$ cat config.mk
export PLATFORM = sky130hd
export DESIGN_NAME = updown_reload_timer
export DESIGN_NICKNAME = d
export VERILOG_FILES = /design/src/rtl/urt_pkg.sv /design/src/rtl/urt_sync.sv /design/src/rtl/urt_regif.sv /design/src/rtl/urt_core.sv /design/src/rtl/updown_reload_timer.sv
export SDC_FILE = /design/constraint.sdc
export NUM_CORES = 1
export LEC_CHECK = 0
export BUFFER_PORTS_ARGS = -buffer_cell sky130_fd_sc_hd__buf_2
export CORE_MARGIN = 2
export CORE_UTILIZATION = 25
export CTS_BUF_LIST = sky130_fd_sc_hd__clkbuf_16
export DETAILED_ROUTE_END_ITERATION = 8
export SYNTH_ARGS = -nofsm -noshare
export SYNTH_HDL_FRONTEND = slang
export SYNTH_SLANG_ARGS = --single-unit
$ cat constraint.sdc
create_clock -name clk -period 5.55 [get_ports clk]
set_clock_uncertainty 0.05 [all_clocks]
set_input_delay 1.11 -clock clk [delete_from_list [all_inputs] [get_ports clk]]
set_output_delay 1.11 -clock clk [all_outputs]
set_load 0.05 [all_outputs]
$ cat src/rtl/urt_pkg.sv
`timescale 1ns/1ps
package urt_pkg;
   // Control register layout (bits 0..5 configuration, 6..7 flags)
   typedef struct packed {
      logic clk_out_en;
      logic updown_en;
      logic ext_en;
      logic capture_sel;
      logic count_pin_sel;
      logic run;
   } cfg_t;

   localparam int CFG_W    = 6;
   localparam int OVF_BIT  = 6;
   localparam int EXTF_BIT = 7;
   localparam int CTRL_W   = 8;
   localparam int PIN_CNT  = 0;
   localparam int PIN_EXT  = 1;
   localparam int NUM_PINS = 2;
endpackage

$ cat src/rtl/urt_sync.sv
`timescale 1ns/1ps
module urt_sync #(
   parameter int WIDTH  = 2,
   parameter int STAGES = 2
) (
   input  logic             clk,
   input  logic             rst_n,
   input  logic [WIDTH-1:0] pin_in,
   output logic [WIDTH-1:0] pin_lvl,
   output logic [WIDTH-1:0] pin_fall
);
   if (STAGES < 2) begin : g_bad_stages
      $error("urt_sync: STAGES must be at least 2");
   end

   logic [STAGES-1:0][WIDTH-1:0] stg_q;
   logic [WIDTH-1:0]             prev_q;

   for (genvar s = 0; s < STAGES; s++) begin : g_stage
      always_ff @(posedge clk or negedge rst_n) begin
         if (!rst_n) begin
            stg_q[s] <= '1;
         end else if (s == 0) begin
            stg_q[s] <= pin_in;
         end else begin
            stg_q[s] <= stg_q[(s == 0) ? 0 : s-1];
         end
      end
   end

   always_ff @(posedge clk or negedge rst_n) begin
      if (!rst_n) prev_q <= '1;
      else        prev_q <= stg_q[STAGES-1];
   end

   assign pin_lvl  = stg_q[STAGES-1];
   assign pin_fall = prev_q & ~stg_q[STAGES-1];
endmodule

$ cat src/rtl/urt_regif.sv
`timescale 1ns/1ps
module urt_regif
   import urt_pkg::*;
#(
   parameter int CNT_W  = 16,
   parameter int BUS_W  = 8,
   parameter int ADDR_W = 3
) (
   input  logic                         clk,
   input  logic                         rst_n,
   input  logic                         wr_en,
   input  logic [ADDR_W-1:0]            addr,
   input  logic [BUS_W-1:0]             wr_data,
   output logic [BUS_W-1:0]             rd_data,
   input  logic [CNT_W-1:0]             cnt_q,
   input  logic [CNT_W-1:0]             rld_q,
   input  logic                         ovf_q,
   input  logic                         ext_q,
   output cfg_t                         cfg,
   output logic                         ctrl_wr,
   output logic [CNT_W/BUS_W-1:0]       cnt_be,
   output logic [CNT_W/BUS_W-1:0]       rld_be
);
   localparam int NBYTES   = CNT_W / BUS_W;
   localparam int CNT_BASE = 1;
   localparam int RLD_BASE = CNT_BASE + NBYTES;

   cfg_t cfg_q;

   assign ctrl_wr = wr_en && (addr == '0);

   always_ff @(posedge clk or negedge rst_n) begin
      if (!rst_n)       cfg_q <= '0;
      else if (ctrl_wr) cfg_q <= cfg_t'(wr_data[CFG_W-1:0]);
   end
   assign cfg = cfg_q;

   for (genvar b = 0; b < NBYTES; b++) begin : g_strobe
      assign cnt_be[b] = wr_en && (addr == ADDR_W'(CNT_BASE + b));
      assign rld_be[b] = wr_en && (addr == ADDR_W'(RLD_BASE + b));
   end

   always_comb begin
      rd_data = '0;
      if (addr == '0) begin
         rd_data = BUS_W'({ext_q, ovf_q, cfg_q});
      end
      for (int b = 0; b < NBYTES; b++) begin
         if (addr == ADDR_W'(CNT_BASE + b)) rd_data = cnt_q[b*BUS_W +: BUS_W];
         if (addr == ADDR_W'(RLD_BASE + b)) rd_data = rld_q[b*BUS_W +: BUS_W];
      end
   end
endmodule

$ cat src/rtl/urt_core.sv
`timescale 1ns/1ps
module urt_core
   import urt_pkg::*;
#(
   parameter int CNT_W = 16,
   parameter int BUS_W = 8
) (
   input  logic                   clk,
   input  logic                   rst_n,
   input  cfg_t                   cfg,
   input  logic                   tick_en,
   input  logic                   fast_en,
   input  logic                   cnt_fall,
   input  logic                   ext_fall,
   input  logic                   ext_lvl,
   input  logic                   ctrl_wr,
   input  logic [1:0]             flag_wdata,
   input  logic [CNT_W/BUS_W-1:0] cnt_be,
   input  logic [CNT_W/BUS_W-1:0] rld_be,
   input  logic [BUS_W-1:0]       wr_data,
   output logic [CNT_W-1:0]       cnt_q,
   output logic [CNT_W-1:0]       rld_q,
   output logic                   ovf_q,
   output logic                   ext_q,
   output logic                   clk_out_q,
   output logic                   irq
);
   localparam int NBYTES = CNT_W / BUS_W;
   localparam logic [CNT_W-1:0] TOP = '1;

   logic             step_en, count_down, at_top, at_floor, wrap, ext_evt;
   logic             ovf_base, ext_base;
   logic [CNT_W-1:0] step_val, hw_cnt, hw_rld, cnt_d, rld_d;

   // Step source: clock-out mode uses the fast enable, otherwise pin or tick
   always_comb begin
      if (!cfg.run)               step_en = 1'b0;
      else if (cfg.clk_out_en)    step_en = fast_en;
      else if (cfg.count_pin_sel) step_en = cnt_fall;
      else                        step_en = tick_en;
   end

   assign count_down = cfg.updown_en && !cfg.clk_out_en && !ext_lvl;
   assign at_top     = (cnt_q == TOP);
   assign at_floor   = (cnt_q == rld_q);
   assign wrap       = step_en && (count_down ? at_floor : at_top);
   assign ext_evt    = ext_fall && cfg.ext_en && !cfg.updown_en;

   always_comb begin
      if (count_down) step_val = at_floor ? TOP   : cnt_q - 1'b1;
      else            step_val = at_top   ? rld_q : cnt_q + 1'b1;
   end

   always_comb begin
      if (ext_evt && !cfg.capture_sel) hw_cnt = rld_q;
      else if (step_en)                hw_cnt = step_val;
      else                             hw_cnt = cnt_q;
      hw_rld = (ext_evt && cfg.capture_sel) ? cnt_q : rld_q;
   end

   // Bus writes win per byte over the hardware update
   for (genvar b = 0; b < NBYTES; b++) begin : g_byte
      assign cnt_d[b*BUS_W +: BUS_W] = cnt_be[b] ? wr_data : hw_cnt[b*BUS_W +: BUS_W];
      assign rld_d[b*BUS_W +: BUS_W] = rld_be[b] ? wr_data : hw_rld[b*BUS_W +: BUS_W];
   end

   assign ovf_base = ctrl_wr ? flag_wdata[0] : ovf_q;
   assign ext_base = ctrl_wr ? flag_wdata[1] : ext_q;

   always_ff @(posedge clk or negedge rst_n) begin
      if (!rst_n) begin
         cnt_q     <= '0;
         rld_q     <= '0;
         ovf_q     <= 1'b0;
         ext_q     <= 1'b0;
         clk_out_q <= 1'b0;
      end else begin
         cnt_q     <= cnt_d;
         rld_q     <= rld_d;
         ovf_q     <= ovf_base | (wrap && !cfg.clk_out_en);
         ext_q     <= (ext_base ^ (wrap && cfg.updown_en && !cfg.clk_out_en)) | ext_evt;
         clk_out_q <= clk_out_q ^ (wrap && cfg.clk_out_en);
      end
   end

   assign irq = ovf_q | (ext_q & ~cfg.updown_en);
endmodule

$ cat src/rtl/updown_reload_timer.sv
`timescale 1ns/1ps
module updown_reload_timer
   import urt_pkg::*;
#(
   parameter int CNT_W       = 16,
   parameter int BUS_W       = 8,
   parameter int ADDR_W      = 3,
   parameter int SYNC_STAGES = 2
) (
   input  logic              clk,
   input  logic              rst_n,
   input  logic              wr_en,
   input  logic [ADDR_W-1:0] addr,
   input  logic [BUS_W-1:0]  wr_data,
   output logic [BUS_W-1:0]  rd_data,
   input  logic              tick_en,
   input  logic              fast_en,
   input  logic              cnt_pin,
   input  logic              ext_pin,
   output logic              irq,
   output logic              ovf_flag,
   output logic              ext_flag,
   output logic              clk_out
);
   localparam int NBYTES = CNT_W / BUS_W;

   if (BUS_W < CTRL_W) begin : g_bad_bus
      $error("updown_reload_timer: BUS_W must hold the control register");
   end
   if (CNT_W % BUS_W != 0) begin : g_bad_cnt
      $error("updown_reload_timer: CNT_W must be a multiple of BUS_W");
   end
   if ((2*NBYTES + 1) > (1 << ADDR_W)) begin : g_bad_addr
      $error("updown_reload_timer: ADDR_W too small for the register map");
   end

   cfg_t                cfg;
   logic                ctrl_wr;
   logic [NBYTES-1:0]   cnt_be, rld_be;
   logic [CNT_W-1:0]    cnt_q, rld_q;
   logic [NUM_PINS-1:0] pin_lvl, pin_fall;
   logic                ext_lvl;
   logic                unused_cnt_lvl;

   urt_sync #(.WIDTH(NUM_PINS), .STAGES(SYNC_STAGES)) i_sync (
      .clk      (clk),
      .rst_n    (rst_n),
      .pin_in   ({ext_pin, cnt_pin}),
      .pin_lvl  (pin_lvl),
      .pin_fall (pin_fall)
   );
   assign ext_lvl        = pin_lvl[PIN_EXT];
   assign unused_cnt_lvl = pin_lvl[PIN_CNT];

   urt_regif #(.CNT_W(CNT_W), .BUS_W(BUS_W), .ADDR_W(ADDR_W)) i_regif (
      .clk     (clk),
      .rst_n   (rst_n),
      .wr_en   (wr_en),
      .addr    (addr),
      .wr_data (wr_data),
      .rd_data (rd_data),
      .cnt_q   (cnt_q),
      .rld_q   (rld_q),
      .ovf_q   (ovf_flag),
      .ext_q   (ext_flag),
      .cfg     (cfg),
      .ctrl_wr (ctrl_wr),
      .cnt_be  (cnt_be),
      .rld_be  (rld_be)
   );

   urt_core #(.CNT_W(CNT_W), .BUS_W(BUS_W)) i_core (
      .clk        (clk),
      .rst_n      (rst_n),
      .cfg        (cfg),
      .tick_en    (tick_en),
      .fast_en    (fast_en),
      .cnt_fall   (pin_fall[PIN_CNT]),
      .ext_fall   (pin_fall[PIN_EXT]),
      .ext_lvl    (ext_lvl),
      .ctrl_wr    (ctrl_wr),
      .flag_wdata ({wr_data[EXTF_BIT], wr_data[OVF_BIT]}),
      .cnt_be     (cnt_be),
      .rld_be     (rld_be),
      .wr_data    (wr_data),
      .cnt_q      (cnt_q),
      .rld_q      (rld_q),
      .ovf_q      (ovf_flag),
      .ext_q      (ext_flag),
      .clk_out_q  (clk_out),
      .irq        (irq)
   );
endmodule

==> results.json, run 1 <==
{
  "ir_worst_vdd_mv": 0.165,
  "cts_resized": 0,
  "die-height_um": 125,
  "ant_nets": 0,
  "ctsLongestPathBuffers": 2,
  "power_density_mw_per_mm2": 453,
  "whs_ns": 0.309,
  "drt_wl_total_um": 12000,
  "grt_pass1_wl_um": 18700,
  "worst_pin_slew_ns": 1.06,
  "cts_tree": "built",
  "syn-num-nets": 434,
  "critical_path.max_fanout": 15,
  "grt-ovfl-total": 0,
  "setup_tns_ns": 0,
  "cts_made_buffers": 5,
  "crit_required_ns": 4.39,
  "vias": 3453,
  "end_kind": "primary output",
  "dr_wl_met3_um": 938,
  "htree_levels": 2,
  "path_class": "input pin to primary output",
  "seq_area_sq_mm": 0.00118,
  "ctsHoldBuffers": 0,
  "yosysWarnings": 0,
  "fin_nets": 433,
  "synth_ff_type": "dfrtp_1",
  "worstSkewPairLatency_ns": 0.29,
  "ys_seq_area_share_pct": 32.5,
  "final_area_sq_mm": 0.00402,
  "drtIter0Drc": 302,
  "fillers": 1520,
  "drc": 0,
  "synth_cell_type_count": 67,
  "ys_ff_latch": 47,
  "synthToLayoutAreaGrowth_pct": 10.4,
  "wl_per_cell_um": 20.0,
  "antenna_cells": 0,
  "row_count": 44,
  "status": "completed",
  "cts_setup_buffers": 0,
  "drt_first_pass_iters": 5,
  "start_util_pct": 25.4,
  "wl_met2_um": 5440,
  "max_cap_violations": 0,
  "io_buffers": 29,
  "dp_hpwl_um": 8270,
  "min_period_ns": 3.73,
  "clockRootBuffer": "clkbuf_16",
  "track_usage_pct": 15.1,
  "drive_gt1_share_pct": 17.1,
  "path_clk_slew_ns": 0.07,
  "dieWidth_um": 125,
  "grt_setup_unrepaired": "false",
  "maxSlewViolCount": 0,
  "p_leak_nw": 1.62,
  "final_common_cell": "dfrtp_1",
  "synth-edff-count": 0,
  "globalplace.congestion": 0.915,
  "multi_input_area_sq_mm": 0.00223,
  "core_sq_mm": 0.0144,
  "top_layer_used": "met4",
  "startpoint_type": "input pin",
  "synth.avg_cell_area_sq_um": 8.80,
  "relSlewSlack_pct": 28.9,
  "grt_pass1_vias": 3262,
  "synthArstFlopShare_pct": 100,
  "arrival_ns": 2.57,
  "finalSetupViolCount": 0,
  "grt_start_max_net_pins": 48,
  "wl_met1_um": 5150,
  "timing.fmax_ghz": 0.268,
  "syn_area_sq_mm": 0.00364,
  "placed_area_sq_mm": 0.00387,
  "final_cell_mix": "41 x dfrtp_1, 35 x nand2_1, 29 x o21ai_0, 29 x xor2_1, 29 x buf_2",
  "ios": 30,
  "post-route-period-util_pct": 67.1,
  "viasPerCell": 5.77,
  "cts.sinks": 47,
  "dieArea_sq_mm": 0.0156,
  "report.final.hold_viol_count": 0,
  "hold_class": "flip-flop to flip-flop",
  "netlist_instances": 414,
  "antenna_found_initial": 0
}
==> flip-flops by register name (all words and copies together), names as in the netlist <==
name and cells:
i_sync.pin_lvl 2, i_core.ext_q 1, i_core.ovf_q 1, i_regif.cfg 6
i_core.rld_q 16, i_sync.prev_q 2, i_core.clk_out_q 1, i_sync.stg_q 2
i_core.cnt_q 16
==> critical path, stage by stage <==
cell     delay (ns)
buf_2          0.20
nor3b_1        0.74
nand2_1        0.11
o21ai_0        0.10
buf_2          0.29
==> final cells by class <==
cell class / instances / share of cell area [%]
Multi-Input combinational cell: 311 / 55.4
Sequential cell: 47 / 29.4
Tap cell: 184 / 5.72
Timing Repair Buffer: 32 / 4.17
Clock buffer: 5 / 3.11
Inverter: 16 / 1.49
Clock inverter: 3 / 0.684
==> cells in the mapped netlist, drive strengths merged, types with 2 or more instances <==
cell type	n	share of area, %
a31oi	4	0.69
clkbuf	20	2.1
o21a	2	0.41
nand2	35	3.6
or3	3	0.65
and2	3	0.52
dfstp	6	4.3
o211ai	4	0.82
nor2	26	2.7
a22oi	2	0.41
mux4	8	5.0
xnor2	7	1.7
dfrtp	41	28
ha	2	0.69
o41ai	2	0.48
and3b	2	0.48
xor2	29	7.0
mux2	6	1.9
a21oi	16	2.2
nand4bb	2	0.62
inv	16	1.6
o31ai	6	1.2
o21ai	29	4.0
o311ai	3	0.93
nor3	12	1.6
nand3	13	1.8
and3	2	0.34
o22ai	9	1.5
or2	3	0.52
o31a	2	0.48
nor4	16	2.7
and4	2	0.48
nor2b	2	0.34
a21boi	2	0.41
o32ai	2	0.48
or4	5	1.1
nand2b	3	0.52
nand4	5	0.86
o221ai	8	2.1
buf	20	3.0
mux2i	18	4.9
==> routing by layer <==
layer  vias to the layer above  global-route usage [%]
met5                         -                       0
met4                         0                    6.21
met3                        41                    3.39
met2                       172                    22.9
met1                      1712                    20.6
li1                       1528                       -
==> kinds of logic (layout without fill, tap and decap cells) <==
family,count (synthesis),count (layout),share of synthesized area [%]
adder cells (fa/ha/maj),2,2,0.687
AND/OR/NAND/NOR,139,139,20.3
XOR/XNOR,36,36,8.65
multiplexers,32,32,11.8
AO/OA/AOI/OAI,102,102,19.3
flip-flops,47,47,32.5
buffers and inverters,56,56,6.70
==> final timing paths <==
path | depth (start not counted) | startpoint | slack, ns | end
max reg2reg | 6 | i_core.cnt_q[0]$_DFFE_PN0P_ | 2.38 | i_core.cnt_q[0]$_DFFE_PN0P_
max in group asynchronous | 1 | rst_n | 3.84 | i_core.ext_q$_DFF_PN0_
min in group asynchronous | 1 | rst_n | 0.96 | i_core.cnt_q[13]$_DFFE_PN0P_
max | 5 | addr[1] | 1.82 | rd_data[2]
min reg2reg | 0 | i_sync.stg_q[1]$_DFF_PN1_ | 0.31 | i_sync.pin_lvl[1]$_DFF_PN1_
min | 0 | i_sync.stg_q[1]$_DFF_PN1_ | 0.31 | i_sync.pin_lvl[1]$_DFF_PN1_
==> through the flow <==
step                      total power [mW]  instances  util [%]  setup WS [ns]
after floorplan                       1.27        414         -           1.49
after global placement                1.46        590      26.9           1.96
after detailed placement              1.48        590      26.9           1.86
after CTS                             1.81        598      28.0           1.85
after global routing                  1.92        598      28.0           1.59
final                                 1.82        598      28.0           1.82
==> power breakdown <==
part           switching (mW)  internal, mW  total, mW
registers               0.317         0.454      0.771
clock network           0.147         0.172      0.319
logic                   0.420         0.312      0.732
total                   0.884         0.938       1.82
Power figures use the tool's default switching activity.
==> run 2, diff against run 1 <==
- clock period: 5.55 -> 3.5 ns (I/O delays scaled with it)
==> results.json, run 2 (synthesis results as in run 1) <==
{
  "setup_tns_ns": 0,
  "worstSkewPairLatency_ns": 0.30,
  "min_period_ns": 2.97,
  "antenna_cells": 0,
  "synthToLayoutAreaGrowth_pct": 12.9,
  "end_kind": "flip-flop",
  "ir_worst_vdd_mv": 0.253,
  "track_usage_pct": 15.6,
  "ctsHoldBuffers": 0,
  "r2r_start": "i_core.cnt_q[0]$_DFFE_PN0P_",
  "post-route-period-util_pct": 84.9,
  "io_buffers": 29,
  "critical_path.max_fanout": 14,
  "cts_setup_buffers": 0,
  "vias": 3447,
  "fin_nets": 445,
  "drt_first_pass_iters": 5,
  "cts_made_buffers": 5,
  "final_common_cell": "dfrtp_1",
  "max_cap_violations": 0,
  "die-height_um": 125,
  "hold_path_depth": 0,
  "antenna_found_initial": 0,
  "clockRootBuffer": "clkbuf_16",
  "fillers": 1491,
  "drive_gt1_share_pct": 19.5,
  "status": "completed",
  "cts_resized": 0,
  "grt-ovfl-total": 0,
  "crit_path_end": "i_core.cnt_q[0]$_DFFE_PN0P_",
  "relSlewSlack_pct": 26.7,
  "viasPerCell": 5.65,
  "drtIter0Drc": 430,
  "globalplace.congestion": 0.958,
  "setup.worst_path.start": "i_core.cnt_q[0]$_DFFE_PN0P_",
  "crit_required_ns": 3.60,
  "grt_setup_unrepaired": "false",
  "power_density_mw_per_mm2": 720,
  "r2r_setup_slack_ns": 0.53,
  "finalSetupViolCount": 0,
  "final_util_pct": 28.6,
  "dp_hpwl_um": 8440,
  "report.final.hold_viol_count": 0,
  "cts_tree": "built",
  "timing.fmax_ghz": 0.336,
  "row_count": 44,
  "path_clk_slew_ns": 0.07,
  "ios": 30,
  "drc": 0,
  "dieWidth_um": 125,
  "reg2regPathDepth": 6,
  "dieArea_sq_mm": 0.0156,
  "multi_input_area_sq_mm": 0.00223,
  "r2r_end": "i_core.cnt_q[0]$_DFFE_PN0P_",
  "seq_area_sq_mm": 0.00118,
  "core_sq_mm": 0.0144,
  "p_leak_nw": 1.68,
  "grt_pass1_vias": 3304,
  "hold_class": "flip-flop to flip-flop",
  "grt_pass1_wl_um": 19400,
  "grt_start_max_net_pins": 48,
  "htree_levels": 2,
  "wl_per_cell_um": 19.9,
  "start_util_pct": 25.4,
  "path_class": "flip-flop to flip-flop",
  "cts.sinks": 47,
  "maxSlewViolCount": 0,
  "drt_wl_total_um": 12200,
  "final_cell_mix": "41 x dfrtp_1, 35 x nand2_1, 29 x o21ai_0, 29 x xor2_1, 29 x buf_2",
  "arrival_ns": 3.07,
  "ant_nets": 0,
  "worst_pin_slew_ns": 1.10,
  "ctsLongestPathBuffers": 2,
  "startpoint_type": "flip-flop"
}
run 2: cell type report:
cell class | count | area share [%]
Clock buffer | 5 | 3.04
Clock inverter | 3 | 0.669
Inverter | 16 | 1.46
Multi-Input combinational cell | 311 | 54.2
Sequential cell | 47 | 28.8
Tap cell | 184 | 5.60
Timing Repair Buffer | 44 | 6.27
run 2: worst min path at each step:
stage	from	end	slack, ns
5_1_grt	i_sync.stg_q[0]$_DFF_PN1_	i_sync.pin_lvl[0]$_DFF_PN1_	0.32
2_1_floorplan	i_sync.stg_q[0]$_DFF_PN1_	i_sync.pin_lvl[0]$_DFF_PN1_	0.30
3_3_place_gp	i_sync.stg_q[1]$_DFF_PN1_	i_sync.pin_lvl[1]$_DFF_PN1_	0.30
4_1_cts	i_sync.stg_q[1]$_DFF_PN1_	i_sync.pin_lvl[1]$_DFF_PN1_	0.31
3_5_place_dp	i_sync.stg_q[1]$_DFF_PN1_	i_sync.pin_lvl[1]$_DFF_PN1_	0.30
6_report	i_sync.stg_q[1]$_DFF_PN1_	i_sync.pin_lvl[1]$_DFF_PN1_	0.31
run 2: stage by stage:
stage / setup WS, ns / cells / hold WS [ns] / total power, mW / instance area [sq um]
floorplan: 0.255 / 414 / 0.295 / 2.01 / 3640
global placement: 0.712 / 602 / 0.297 / 2.41 / 3960
detailed placement: 0.606 / 602 / 0.297 / 2.42 / 3960
CTS: 0.591 / 610 / 0.308 / 2.93 / 4110
global route: 0.356 / 610 / 0.317 / 3.13 / 4110
finish: 0.528 / 610 / 0.308 / 2.96 / 4110
run 2: report_power, final:
group | internal [mW] | switching, mW | leakage [nW]
Sequential | 0.723 | 0.341 | 0.553
Clock | 0.273 | 0.240 | 0.0723
Combinational | 0.548 | 0.837 | 1.05
Total | 1.54 | 1.42 | 1.68
run 2: routing by layer:
layer	track usage, %	vias to the layer above	share of wire [%]
li1	-	1547	-
met1	21.5	1682	42
met2	24.4	184	46
met3	1.98	34	7.5
met4	6.94	0	3.8
met5	0	-	0
run 2: worst max-delay path, cell delays in order, from the launching register on:
cell and delay [ns]:
dfrtp_1 0.56, ha_1 0.29, nand4_1 0.23, or4_1 0.77, o21a_1 0.43, o311ai_0 0.40, a32oi_1 0.09
==> run 3, diff against run 2 <==
- clock period: 3.5 -> 2.9 ns (I/O delays scaled with it)
==> results.json, run 3 (synthesis results as in run 1) <==
{
  "max_cap_violations": 0,
  "dieWidth_um": 125,
  "synthToLayoutAreaGrowth_pct": 16.0,
  "multi_input_area_sq_mm": 0.00223,
  "r2r_end": "i_core.cnt_q[8]$_DFFE_PN0P_",
  "startpoint_type": "flip-flop",
  "die-height_um": 125,
  "drive_gt1_share_pct": 22.4,
  "wl_per_cell_um": 19.8,
  "place_ws_ns": 0.392,
  "antenna_found_initial": 0,
  "ctsLongestPathBuffers": 2,
  "ctsHoldBuffers": 0,
  "p_sw_share_pct": 46.7,
  "drtIter0Drc": 279,
  "drt_wl_total_um": 12400,
  "grt_pass1_wl_um": 19600,
  "viasPerCell": 5.55,
  "drc": 0,
  "grt_start_max_net_pins": 33,
  "cts_tree": "built",
  "ios": 30,
  "clockRootBuffer": "clkbuf_16",
  "p_int_mw": 1.91,
  "placed_area_sq_mm": 0.00408,
  "htree_levels": 2,
  "final_cells": 626,
  "crit_required_ns": 3.03,
  "drt_first_pass_iters": 4,
  "setup_tns_ns": 0,
  "setup_ws_ns": 0.355,
  "track_usage_pct": 16.0,
  "cts_made_buffers": 5,
  "grt-ovfl-total": 0,
  "relSlewSlack_pct": 50.4,
  "globalplace.congestion": 0.982,
  "total_power_mw": 3.58,
  "core_sq_mm": 0.0144,
  "cts_resized": 0,
  "setup.worst_path.start": "i_core.cnt_q[3]$_DFFE_PN0P_",
  "dp_hpwl_um": 9110,
  "grt_setup_unrepaired": "false",
  "final_common_cell": "dfrtp_1",
  "reg2regPathDepth": 6,
  "io_buffers": 29,
  "hold_class": "input pin to asynchronous set/reset pin",
  "seq_power_share_pct": 33.9,
  "ant_nets": 0,
  "post-route-period-util_pct": 87.7,
  "ir_worst_vdd_mv": 0.220,
  "worst_pin_slew_ns": 0.744,
  "path_clk_slew_ns": 0.07,
  "pwr-share-comb_pct": 49.6,
  "cts_setup_buffers": 0,
  "final_cell_mix": "41 x dfrtp_1, 35 x nand2_1, 31 x buf_4",
  "vias": 3472,
  "switching_power_mw": 1.67,
  "p_leak_nw": 1.75,
  "dp.cells": 618,
  "antenna_cells": 0,
  "fin_nets": 461,
  "fillers": 1491,
  "final_area_sq_mm": 0.00423,
  "row_count": 44,
  "power_density_mw_per_mm2": 848,
  "cts.sinks": 47,
  "grt_pass1_vias": 3473,
  "seq_area_sq_mm": 0.00118,
  "whs_ns": 0.157,
  "end_kind": "flip-flop",
  "r2r_start": "i_core.cnt_q[3]$_DFFE_PN0P_",
  "report.final.hold_viol_count": 0,
  "clkPwrFrac_pct": 16.5,
  "r2r_setup_slack_ns": 0.36,
  "arrival_ns": 2.67,
  "path_class": "flip-flop to flip-flop",
  "finalSetupViolCount": 0,
  "min_period_ns": 2.54,
  "dieArea_sq_mm": 0.0156,
  "worstSkewPairLatency_ns": 0.30,
  "maxSlewViolCount": 0,
  "crit_path_end": "i_core.cnt_q[8]$_DFFE_PN0P_",
  "status": "completed",
  "critical_path.max_fanout": 8,
  "final_util_pct": 29.4,
  "timing.fmax_ghz": 0.393,
  "start_util_pct": 25.4
}
## run 3: changes by cell type in the layout (fill, tap and decap cells not counted), sizes merged
cell      previous run  this run
inv                 18        16
clkinv               0         1
clkinvlp             1         2
buf                 44        60
## run 3: worst max-delay path: stages (launching register included)
cell	delay [ns]
dfrtp_1	0.49
buf_4	0.21
or4b_2	0.75
o41ai_1	0.34
o21ai_0	0.20
o32ai_1	0.28
o21bai_1	0.11
## run 3: final cells by class
| cell class | instances | share of cell area [%] |
|---|---|---|
| Timing Repair Buffer | 60 | 8.94 |
| Multi-Input combinational cell | 311 | 52.8 |
| Clock inverter | 3 | 0.474 |
| Clock buffer | 5 | 2.96 |
| Sequential cell | 47 | 28.0 |
| Tap cell | 184 | 5.45 |
| Inverter | 16 | 1.42 |
## run 3: power groups by stage
| stage | registers, mW | logic, mW | clock network (mW) |
|---|---|---|---|
| global route | 1.25 | 1.93 | 0.629 |
| finish | 1.21 | 1.78 | 0.591 |
| CTS | 1.21 | 1.76 | 0.601 |
| floorplan | 1.11 | 1.31 | 0 |
| global placement | 1.22 | 1.75 | 0 |
| detailed placement | 1.22 | 1.75 | 0 |
## run 3: worst min-delay path by stage
stage | start | to | slack, ns
final | rst_n | i_core.rld_q[14]$_DFFE_PN0P_ | 0.16
after global routing | rst_n | i_core.cnt_q[13]$_DFFE_PN0P_ | 0.18
after floorplan | rst_n | i_core.clk_out_q$_DFF_PN0_ | 0.23
after global placement | i_sync.stg_q[0]$_DFF_PN1_ | i_sync.pin_lvl[0]$_DFF_PN1_ | 0.30
after detailed placement | i_sync.stg_q[1]$_DFF_PN1_ | i_sync.pin_lvl[1]$_DFF_PN1_ | 0.30
after CTS | rst_n | i_core.cnt_q[13]$_DFFE_PN0P_ | 0.17
## run 3: routing by layer
layer  vias up  global-route usage, %  share of wire, %
li1       1580                      -                 -
met1      1686                   19.3                40
met2       163                   27.4                49
met3        43                   2.19               5.7
met4         0                   9.19               4.9
met5         -                      0                 0
